### config.mk
export PLATFORM = sky130hd
export DESIGN_NAME = dac_i2c_target
export DESIGN_NICKNAME = d
export VERILOG_FILES = /design/src/rtl/dac_i2c_pkg.sv /design/src/rtl/dac_i2c_deglitch.sv /design/src/rtl/dac_i2c_events.sv /design/src/rtl/dac_i2c_target.sv
export SDC_FILE = /design/constraint.sdc
export NUM_CORES = 1
export LEC_CHECK = 0
export CAP_MARGIN = 10
export CELL_PAD_IN_SITES_DETAIL_PLACEMENT = 1
export CELL_PAD_IN_SITES_GLOBAL_PLACEMENT = 2
export CORE_MARGIN = 5
export CORE_UTILIZATION = 34
export DETAILED_ROUTE_END_ITERATION = 10
export GPL_TIMING_DRIVEN = 0
export PLACE_DENSITY = 0.79
export SYNTH_ARGS = -nofsm -noshare
export SYNTH_HDL_FRONTEND = slang
export SYNTH_SLANG_ARGS = --single-unit
### constraint.sdc
create_clock -name clk -period 1.7 [get_ports clk]
set_input_delay 0.17 -clock clk [delete_from_list [all_inputs] [get_ports clk]]
set_output_delay 0.17 -clock clk [all_outputs]
set_load 0.01 [all_outputs]
### src/rtl/dac_i2c_pkg.sv
// Package: shared encodings for the DAC two-wire target.
// Assumes a 16-bit data word with the power-down flag in its top bit.
package dac_i2c_pkg;
    localparam int WORD_W = 16;
    localparam int PD_BIT = 15;

    typedef enum logic [2:0] {
        ST_IDLE,
        ST_RECV,
        ST_ACK,
        ST_SEND,
        ST_RACK
    } tgt_state_t;
endpackage

### src/rtl/dac_i2c_deglitch.sv
// Module: two-flop synchronizer followed by a persistence filter.
// The output follows the input only after the synchronized value has differed
// from it for FILT_CYC consecutive clocks. Assumes the bus idles high.
module dac_i2c_deglitch #(
    parameter int FILT_CYC = 7
) (
    input  logic clk,
    input  logic rst_n,
    input  logic din,
    output logic dout
);
    localparam int CW = $clog2(FILT_CYC + 1);

    logic [1:0]    sync_q;
    logic [CW-1:0] cnt_q;

    // Bring the pad into the clock domain, then accept only persistent changes.
    always_ff @(posedge clk) begin
        if (!rst_n) begin
            sync_q <= 2'b11;
            cnt_q  <= '0;
            dout   <= 1'b1;
        end else begin
            sync_q <= {sync_q[0], din};
            if (sync_q[1] == dout) begin
                cnt_q <= '0;
            end else if (cnt_q == CW'(FILT_CYC - 1)) begin
                dout  <= sync_q[1];
                cnt_q <= '0;
            end else begin
                cnt_q <= cnt_q + 1'b1;
            end
        end
    end
endmodule

### src/rtl/dac_i2c_events.sv
// Module: decodes START, STOP and SCL edges from the filtered lines.
// Assumes both inputs are already synchronous and free of spikes.
module dac_i2c_events (
    input  logic clk,
    input  logic rst_n,
    input  logic scl_f,
    input  logic sda_f,
    output logic bus_start,
    output logic bus_stop,
    output logic scl_rise,
    output logic scl_fall
);
    logic scl_d, sda_d;

    // Keep the previous sample of each line for edge detection.
    always_ff @(posedge clk) begin
        if (!rst_n) begin
            scl_d <= 1'b1;
            sda_d <= 1'b1;
        end else begin
            scl_d <= scl_f;
            sda_d <= sda_f;
        end
    end

    // Classify the current sample pair.
    always_comb begin
        bus_start = scl_f && scl_d && sda_d && !sda_f;
        bus_stop  = scl_f && scl_d && !sda_d && sda_f;
        scl_rise  = scl_f && !scl_d;
        scl_fall  = !scl_f && scl_d;
    end
endmodule

### src/rtl/dac_i2c_target.sv
// Module: two-wire target that loads a DAC code and soft power-down flag.
// Assumes no clock stretching and a system clock much faster than SCL.
// The stored word is cleared after both bytes of a read are sent.
module dac_i2c_target
    import dac_i2c_pkg::*;
#(
    parameter int         FILT_CYC = 7,
    parameter logic [4:0] ADDR_HI  = 5'b00011,
    parameter int         CODE_W   = 10
) (
    input  logic              clk,
    input  logic              rst_n,
    input  logic              scl_i,
    input  logic              sda_i,
    output logic              sda_oe,
    input  logic              shdn_n,
    output logic [CODE_W-1:0] dac_code,
    output logic              dac_pd
);
    localparam int AHI_W    = $bits(ADDR_HI);
    localparam int CODE_LSB = PD_BIT - 1 - CODE_W;

    logic [1:0] raw_lines, filt_lines;
    logic       scl_f, sda_f;
    logic       bus_start, bus_stop, scl_rise, scl_fall;

    tgt_state_t        state;
    logic [3:0]        bit_cnt;
    logic [1:0]        byte_idx;
    logic [7:0]        rx_sh, tx_sh;
    logic              rw_q, mack_q, pd_q;
    logic [WORD_W-1:0] in_reg;
    logic [CODE_W-1:0] code_q;

    assign raw_lines = {scl_i, sda_i};

    // One filter lane per bus line.
    for (genvar g = 0; g < 2; g++) begin : g_lane
        dac_i2c_deglitch #(.FILT_CYC(FILT_CYC)) i_dg (
            .clk  (clk),
            .rst_n(rst_n),
            .din  (raw_lines[g]),
            .dout (filt_lines[g])
        );
    end

    assign scl_f = filt_lines[1];
    assign sda_f = filt_lines[0];

    dac_i2c_events i_ev (
        .clk      (clk),
        .rst_n    (rst_n),
        .scl_f    (scl_f),
        .sda_f    (sda_f),
        .bus_start(bus_start),
        .bus_stop (bus_stop),
        .scl_rise (scl_rise),
        .scl_fall (scl_fall)
    );

    // Protocol sequencer: receive, acknowledge, transmit and commit.
    always_ff @(posedge clk) begin
        if (!rst_n) begin
            state    <= ST_IDLE;
            bit_cnt  <= '0;
            byte_idx <= '0;
            rx_sh    <= '0;
            tx_sh    <= '0;
            rw_q     <= 1'b0;
            mack_q   <= 1'b0;
            in_reg   <= '0;
            code_q   <= '0;
            pd_q     <= 1'b0;
            sda_oe   <= 1'b0;
        end else if (bus_start) begin
            state    <= ST_RECV;
            bit_cnt  <= '0;
            byte_idx <= '0;
            sda_oe   <= 1'b0;
        end else if (bus_stop) begin
            state  <= ST_IDLE;
            sda_oe <= 1'b0;
        end else begin
            case (state)
                ST_RECV: begin
                    if (scl_rise && bit_cnt < 4'd8) begin
                        rx_sh   <= {rx_sh[6:0], sda_f};
                        bit_cnt <= bit_cnt + 4'd1;
                    end else if (scl_fall && bit_cnt == 4'd8) begin
                        bit_cnt <= '0;
                        if (byte_idx == 2'd0) begin
                            if (rx_sh[7 -: AHI_W] == ADDR_HI) begin
                                rw_q   <= rx_sh[0];
                                state  <= ST_ACK;
                                sda_oe <= 1'b1;
                            end else begin
                                state <= ST_IDLE;
                            end
                        end else if (byte_idx == 2'd1) begin
                            in_reg[WORD_W-1:8] <= rx_sh;
                            state  <= ST_ACK;
                            sda_oe <= 1'b1;
                        end else begin
                            in_reg[7:0] <= rx_sh;
                            code_q <= CODE_W'({in_reg[WORD_W-1:8], rx_sh} >> CODE_LSB);
                            pd_q   <= in_reg[PD_BIT];
                            state  <= ST_ACK;
                            sda_oe <= 1'b1;
                        end
                    end
                end
                ST_ACK: begin
                    if (scl_fall) begin
                        bit_cnt <= '0;
                        if (byte_idx == 2'd0 && rw_q) begin
                            state    <= ST_SEND;
                            byte_idx <= 2'd1;
                            tx_sh    <= in_reg[WORD_W-1:8];
                            sda_oe   <= ~in_reg[WORD_W-1];
                        end else if (byte_idx == 2'd2) begin
                            state  <= ST_IDLE;
                            sda_oe <= 1'b0;
                        end else begin
                            state    <= ST_RECV;
                            byte_idx <= byte_idx + 2'd1;
                            sda_oe   <= 1'b0;
                        end
                    end
                end
                ST_SEND: begin
                    if (scl_fall) begin
                        if (bit_cnt == 4'd7) begin
                            state   <= ST_RACK;
                            sda_oe  <= 1'b0;
                            bit_cnt <= '0;
                        end else begin
                            tx_sh   <= {tx_sh[6:0], 1'b0};
                            sda_oe  <= ~tx_sh[6];
                            bit_cnt <= bit_cnt + 4'd1;
                        end
                    end
                end
                ST_RACK: begin
                    if (scl_rise) begin
                        mack_q <= ~sda_f;
                    end else if (scl_fall) begin
                        if (byte_idx == 2'd2) begin
                            in_reg <= '0;
                            state  <= ST_IDLE;
                        end else if (mack_q) begin
                            state    <= ST_SEND;
                            byte_idx <= 2'd2;
                            tx_sh    <= in_reg[7:0];
                            sda_oe   <= ~in_reg[7];
                        end else begin
                            state <= ST_IDLE;
                        end
                    end
                end
                default: ;
            endcase
        end
    end

    // Analog-side outputs; the shutdown pin overrides the soft flag.
    assign dac_code = code_q;
    assign dac_pd   = pd_q | ~shdn_n;
endmodule

Word level (Yosys, flattened, before mapping)
Cells that the tools add are included.

operators by class
  add/sub/neg operators = 4
  $mul = 0
  div/mod/pow operators = 0
  magnitude comparators = 1
  equal/unequal tests = 38
  shift-type cells = 0
  multiplexer cells = 61
  bitwise operators = 14
  reductions and logical operators = 39

operators with widths
  kind                   number
  $mux W16               6
  $mux W7                8
  $pmux W16 S2           1
  $ne A2 B2 Y1 const B   15
  $reduce_and A10 Y1     3
  $ne A4 B4 Y1 const B   7
  $mux W3                8
  $reduce_and A8 Y1      3
  $mux W2                11
  $pmux W7 S3            1
  $mux W4                5
  $mux W8                2
  $mux W1                15
  $reduce_and A7 Y1      2
  $not A1 Y1             13
  $pmux W3 S4            1
  $pmux W4 S3            1
  $reduce_and A11 Y1     1
  $logic_and A1 B1 Y1    10
  $eq A3 B3 Y1 const B   3
  $ne A3 B3 Y1 const B   3
  $reduce_or A3 Y1       3
  $reduce_and A4 Y1      2
  $add A3 B1 Y3 const B  2
  other kinds (23)       31

storage, ports and cells
  register bits after elaboration = 68
  bits in latches = 0
  RAM bits = 0
  ROM bits = 0
  input port bits = 5
  output and inout port bits = 12
  logic and storage cells = 178
  memories = 0

Logic depth before layout (Yosys ltp)
  depth after elaboration = 8
  mapped depth = 8
  gate-level depth less buffers = 6

Hierarchy
A second synthesis with hierarchy kept.

second synthesis, totals
  cells, all modules = 379
  area total of the unflattened synthesis = 3300.7 µm²

by module, submodules not included
  module            instances  cells an instance  area an instance (µm²)  sequential area each (µm²)
  dac_i2c_target    1          327                2742.6                  1081.0
  dac_i2c_deglitch  2          22                 236.5                   120.1
  dac_i2c_events    1          8                  85.1                    40.0

Worst setup path after synthesis
OpenSTA, ideal clock, no wires.

  path kind = reg2reg
  start = register byte_idx[0]
  end = register in_reg[0]
  setup time = 0.123 ns
  arrival = 1.590 ns
  data required time = 1.577 ns
  setup slack = -0.013 ns
  stages on the path, launching flop included = 7
  buffers on the path = 1
  clock period less this slack = 1.713 ns
  cell sequence = dfxtp_1 -> inv_1 -> ha_1 -> clkbuf_1 -> o31ai_1 -> nand4_4 -> mux2i_1

on the way
  word-level cells in the longest chain between the ends = 3
  elaborated cells on any way between the ends = 7
  classes of those cells = 5 x eq/ne; 2 x reduce/logical

ends and longest elaborated chain
  element                                  line                   text
  from (decl)                              dac_i2c_target.sv:29   logic [1:0] byte_idx;
  from (signal assigned)                   dac_i2c_target.sv:125  byte_idx <= byte_idx + 2'd1;
  $eq A2 B1 Y1 (tied with other cells)     dac_i2c_target.sv:99   end else if (byte_idx == 2'd1) begin
  $ne A2 B2 Y1 (no source line)            -
  $reduce_and A10 Y1 (no source line) (*)  -
  to (signal, indexed assignment)          dac_i2c_target.sv:100  in_reg[WORD_W-1:8] <= rx_sh;
  to (signal assigned)                     dac_i2c_target.sv:104  in_reg[7:0] <= rx_sh;
  to (decl)                                dac_i2c_target.sv:32   logic [WORD_W-1:0] in_reg;

Every way passes the cells marked *; elsewhere a longest branch is shown, timed or not.
A chain may end at the register's enable or synchronous reset.

Worst setup path in the final report
  start = register g_lane[1].i_dg.dout
  end = register in_reg[6]

on the way
  word-level cells in the longest chain between the ends = 5
  elaborated cells on any way between the ends = 17
  classes of those cells = 4 x eq/ne; 2 x bitwise; 11 x reduce/logical

ends and longest elaborated chain
  element                                                             line                                                              text
  from (decl)                                                         dac_i2c_deglitch.sv:10                                            output logic dout
  from (signal assigned)                                              dac_i2c_deglitch.sv:28                                            dout <= sync_q[1];
  $logic_not A1 Y1 / $logic_and A1 B1 Y1 (equally long branches)      dac_i2c_events.sv:31, dac_i2c_events.sv:28, dac_i2c_events.sv:29
  $logic_and A1 B1 Y1, on equally long branches                       dac_i2c_events.sv:31, dac_i2c_events.sv:28, dac_i2c_events.sv:29
  $logic_and A1 B1 Y1, on equally long branches                       dac_i2c_target.sv:89, dac_i2c_events.sv:28, dac_i2c_events.sv:29
  $ne A2 B2 Y1 (no source line) / $not A1 Y1 (equally long branches)  -
  $reduce_and A10 Y1 (no source line) (*)                             -

Marks and branches as above.

==> impl_metrics.yaml <==
routing:
  detail-route-antenna-nets: 0
  wire_per_inst_um: 19.05
  drtPass1Iterations: 4
  drc_errors: 0
  drt-vias-per-instance: 5.407
  drt_iter0_drc: 180
  wirelength_um: 10990
  num_vias: 3120
critical_path:
  critPathArrivalTime_ns: 1.92
  crit_required_ns: 1.92
  path_class: "reg2reg"
  critPathTopFamily: "simple AND/OR/NAND/NOR gates"
  crit_buf_inv: 3
  crit_slowest_cell: "dfxtp_2"
  crit_path_max_incr_delay_ns: 0.33
  path_max_fanout: 8
  cp-end-kind: "register"
  startpoint_type: "register"
  path_cells: "buf_6 -> nand2b_4 -> buf_12 -> buf_4 -> o21ai_4 -> nand4_4 -> mux2i_2"
synthesis:
  synth_fp_nets: 400
  yosysSeqAreaShare_pct: 38.91
  synth.area.top_cells: "dfxtp_1 (39%), mux2i_1 (12%), nor2_1 (4.0%)"
  yosysMostFrequentCell: "dfxtp_1"
  synth_common_cells: "dfxtp_1 (68), mux2i_1 (41), nor2_1 (37)"
  ys_types: 59
  ys_ff_latch: 68
  synth_enable_flop_cells: 0
  synth.cell_area_um2: 3498
  netlist.area_leader.share_pct: 38.91
  synth.avg_cell_area_um2: 9.087
  async_flop_share_pct: 0
  synth_top_area_cell: "dfxtp_1"
  yosys_warnings: 0
  synth_flop_cell: "dfxtp_1"
  synthCells: 385
place:
  dpl_cell_area_um2: 3824
  dp_hpwl_um: 7388
  finalWeightedCongestion: 0.7831
  io_buffers: 15
global_routing:
  antenna_found_initial: 0
  grt_max_degree: 13
  grtUsageTotal_pct: 16.88
  grt_pass1_vias: 3109
  grt_pass1_wl_um: 16800
  gr-total-overflow: 0
cells_and_area:
  insertedDiodeCount: 0
  finish.instance_area_um2: 4572
  drive_above_1_share_pct: 26.53
  fin_nets: 451
  area_delta_synth_final_pct: 30.69
  largest_reg_flops: 16
  n_fill_cell: 1167
timing:
  rsz0062_at_grt: "true"
  clock.fmax_mhz: 590.3
  hold_viol: 0
  final.period_utilization_pct: 99.64
  finalSetupViolations: 0
  drv_slew: 0
  hold_slack_ns: 0.2482
  fin_skew_ns: 0.009101
  period_minus_slack_ns: 1.694
  relSlewSlack_pct: 59.49
  worst_pin_slew_ns: 0.6076
pwr:
  p_total_uw: 2996
  power_density_nw_per_um2: 655.3
  p_leak_uw: 0.001833
  vdd_drop_max_mv: 0.2762
floorplan:
  dieWidth_um: 111.4
  rows: 37
  start_util_pct: 34.35
  dieArea_um2: 12420
  coreArea_um2: 10180
  die_h_um: 111.4
  pin_count: 17
run:
  cap_violations: 0
min_path:
  hp-class: "in2reg"
clocking:
  clock_sinks: 68
  clockBufferDepth: 2
  clockRootBuffer: "clkbuf_8"
  numCtsBuffers: 9
  clk_pin_slew_ns: 0.07
  h-tree-depth: 3
  cts_tree: "built"
  insertion_delay_ns: 0.34
outcome:
  status: "complete, no violations"
-- power breakdown --
group	internal, uW	leakage (uW)	switching (uW)
clock	678	0.0000927	662
sequential	1590	0.000554	2.59
combinational	18.3	0.00119	44.5
-- timing repair --
item	in CTS	in global routing
hold buffers	0	0
endpoints found under the setup margin	49	52
cloned	0	1
pin swaps	8	23
buffers inserted	5	22
gates resized for setup	50	56
-- stage by stage --
stage	setup TNS (ns)	setup slack [ns]	utilization [%]	cells
CTS	0	0.001721	41.52	556
floorplan	0	0.02077	-	385
global route	-0.2909	-0.07368	44.89	577
detailed placement	-11.92	-0.3498	37.54	536
finish	0	0.006080	44.89	577
global placement	-10.85	-0.3251	37.54	536
-- layout make-up --
class	count	area (um2)	area share [%]
Multi-Input combinational cell	279	2173	47.54
Tap cell	136	170.2	3.722
Timing Repair Buffer	43	392.9	8.593
Inverter	12	47.55	1.040
Clock buffer	10	127.6	2.791
Clock inverter	6	63.81	1.396
Sequential cell	68	1385	30.30
Buffer	23	211.5	4.625
-- cell families after synthesis --
group	count (synthesis)	share of synthesized area [%]
AO/OA/AOI/OAI	78	16.63
XOR/XNOR	3	0.7512
buffers and inverters	38	5.007
multiplexers	41	11.73
adder cells (fa/ha/maj)	10	3.577
AND/OR/NAND/NOR	147	23.39
flip-flops	68	38.91
-- metal layers --
metal / track usage [%] / vias to the layer above / wire length (um)
met5: 0 / - / 0
met4: 4.217 / 0 / 134
met3: 2.989 / 11 / 427
met2: 28.55 / 55 / 5370
met1: 22.34 / 1559 / 5057
li1: - / 1495 / -
-- worst reg2reg max path, delay by kind of cell, from the launching register on --
family	cells	cell delay [ns]
AND/OR/NAND/NOR	2	0.44
buffers and inverters	3	0.39
flip-flops	1	0.33
multiplexers	1	0.24
AO/OA/AOI/OAI	1	0.19
-- cell usage in the layout (no fill, tap or decap), types with 3 or more instances in the layout --
cell	count
buf_8	3
a21oi_1	13
nand2_1	30
xor2_1	3
a211oi_1	4
inv_2	5
mux2i_1	40
o22ai_1	8
o211ai_1	4
nand3b_1	4
clkdlybuf4s50_1	15
clkbuf_8	9
nor3_1	6
dfxtp_1	57
a211oi_2	5
buf_6	10
ha_4	3
clkbuf_1	7
buf_4	26
dfxtp_2	7
nand2b_1	12
or3_1	8
a221o_1	6
dfxtp_4	4
nor2_1	36
ha_1	7
nand4_1	7
a2111oi_4	3
o21ai_1	4
or3b_4	3
o21ai_0	13
inv_1	6
nand3_1	16
-- final timing paths --
| check | start | endpoint | slack (ns) | depth (start not counted) |
|---|---|---|---|---|
| setup / recovery | g_lane[1].i_dg.dout | in_reg[6] | 0.006 | 7 |
| hold / removal | rst_n | g_lane[1].i_dg.sync_q[0] | 0.25 | 2 |
| setup reg to reg | g_lane[1].i_dg.dout | in_reg[6] | 0.006 | 7 |
| hold reg to reg | g_lane[1].i_dg.sync_q[0] | g_lane[1].i_dg.sync_q[1] | 0.41 | 1 |
No activity file was read; power rests on OpenSTA's default activity.
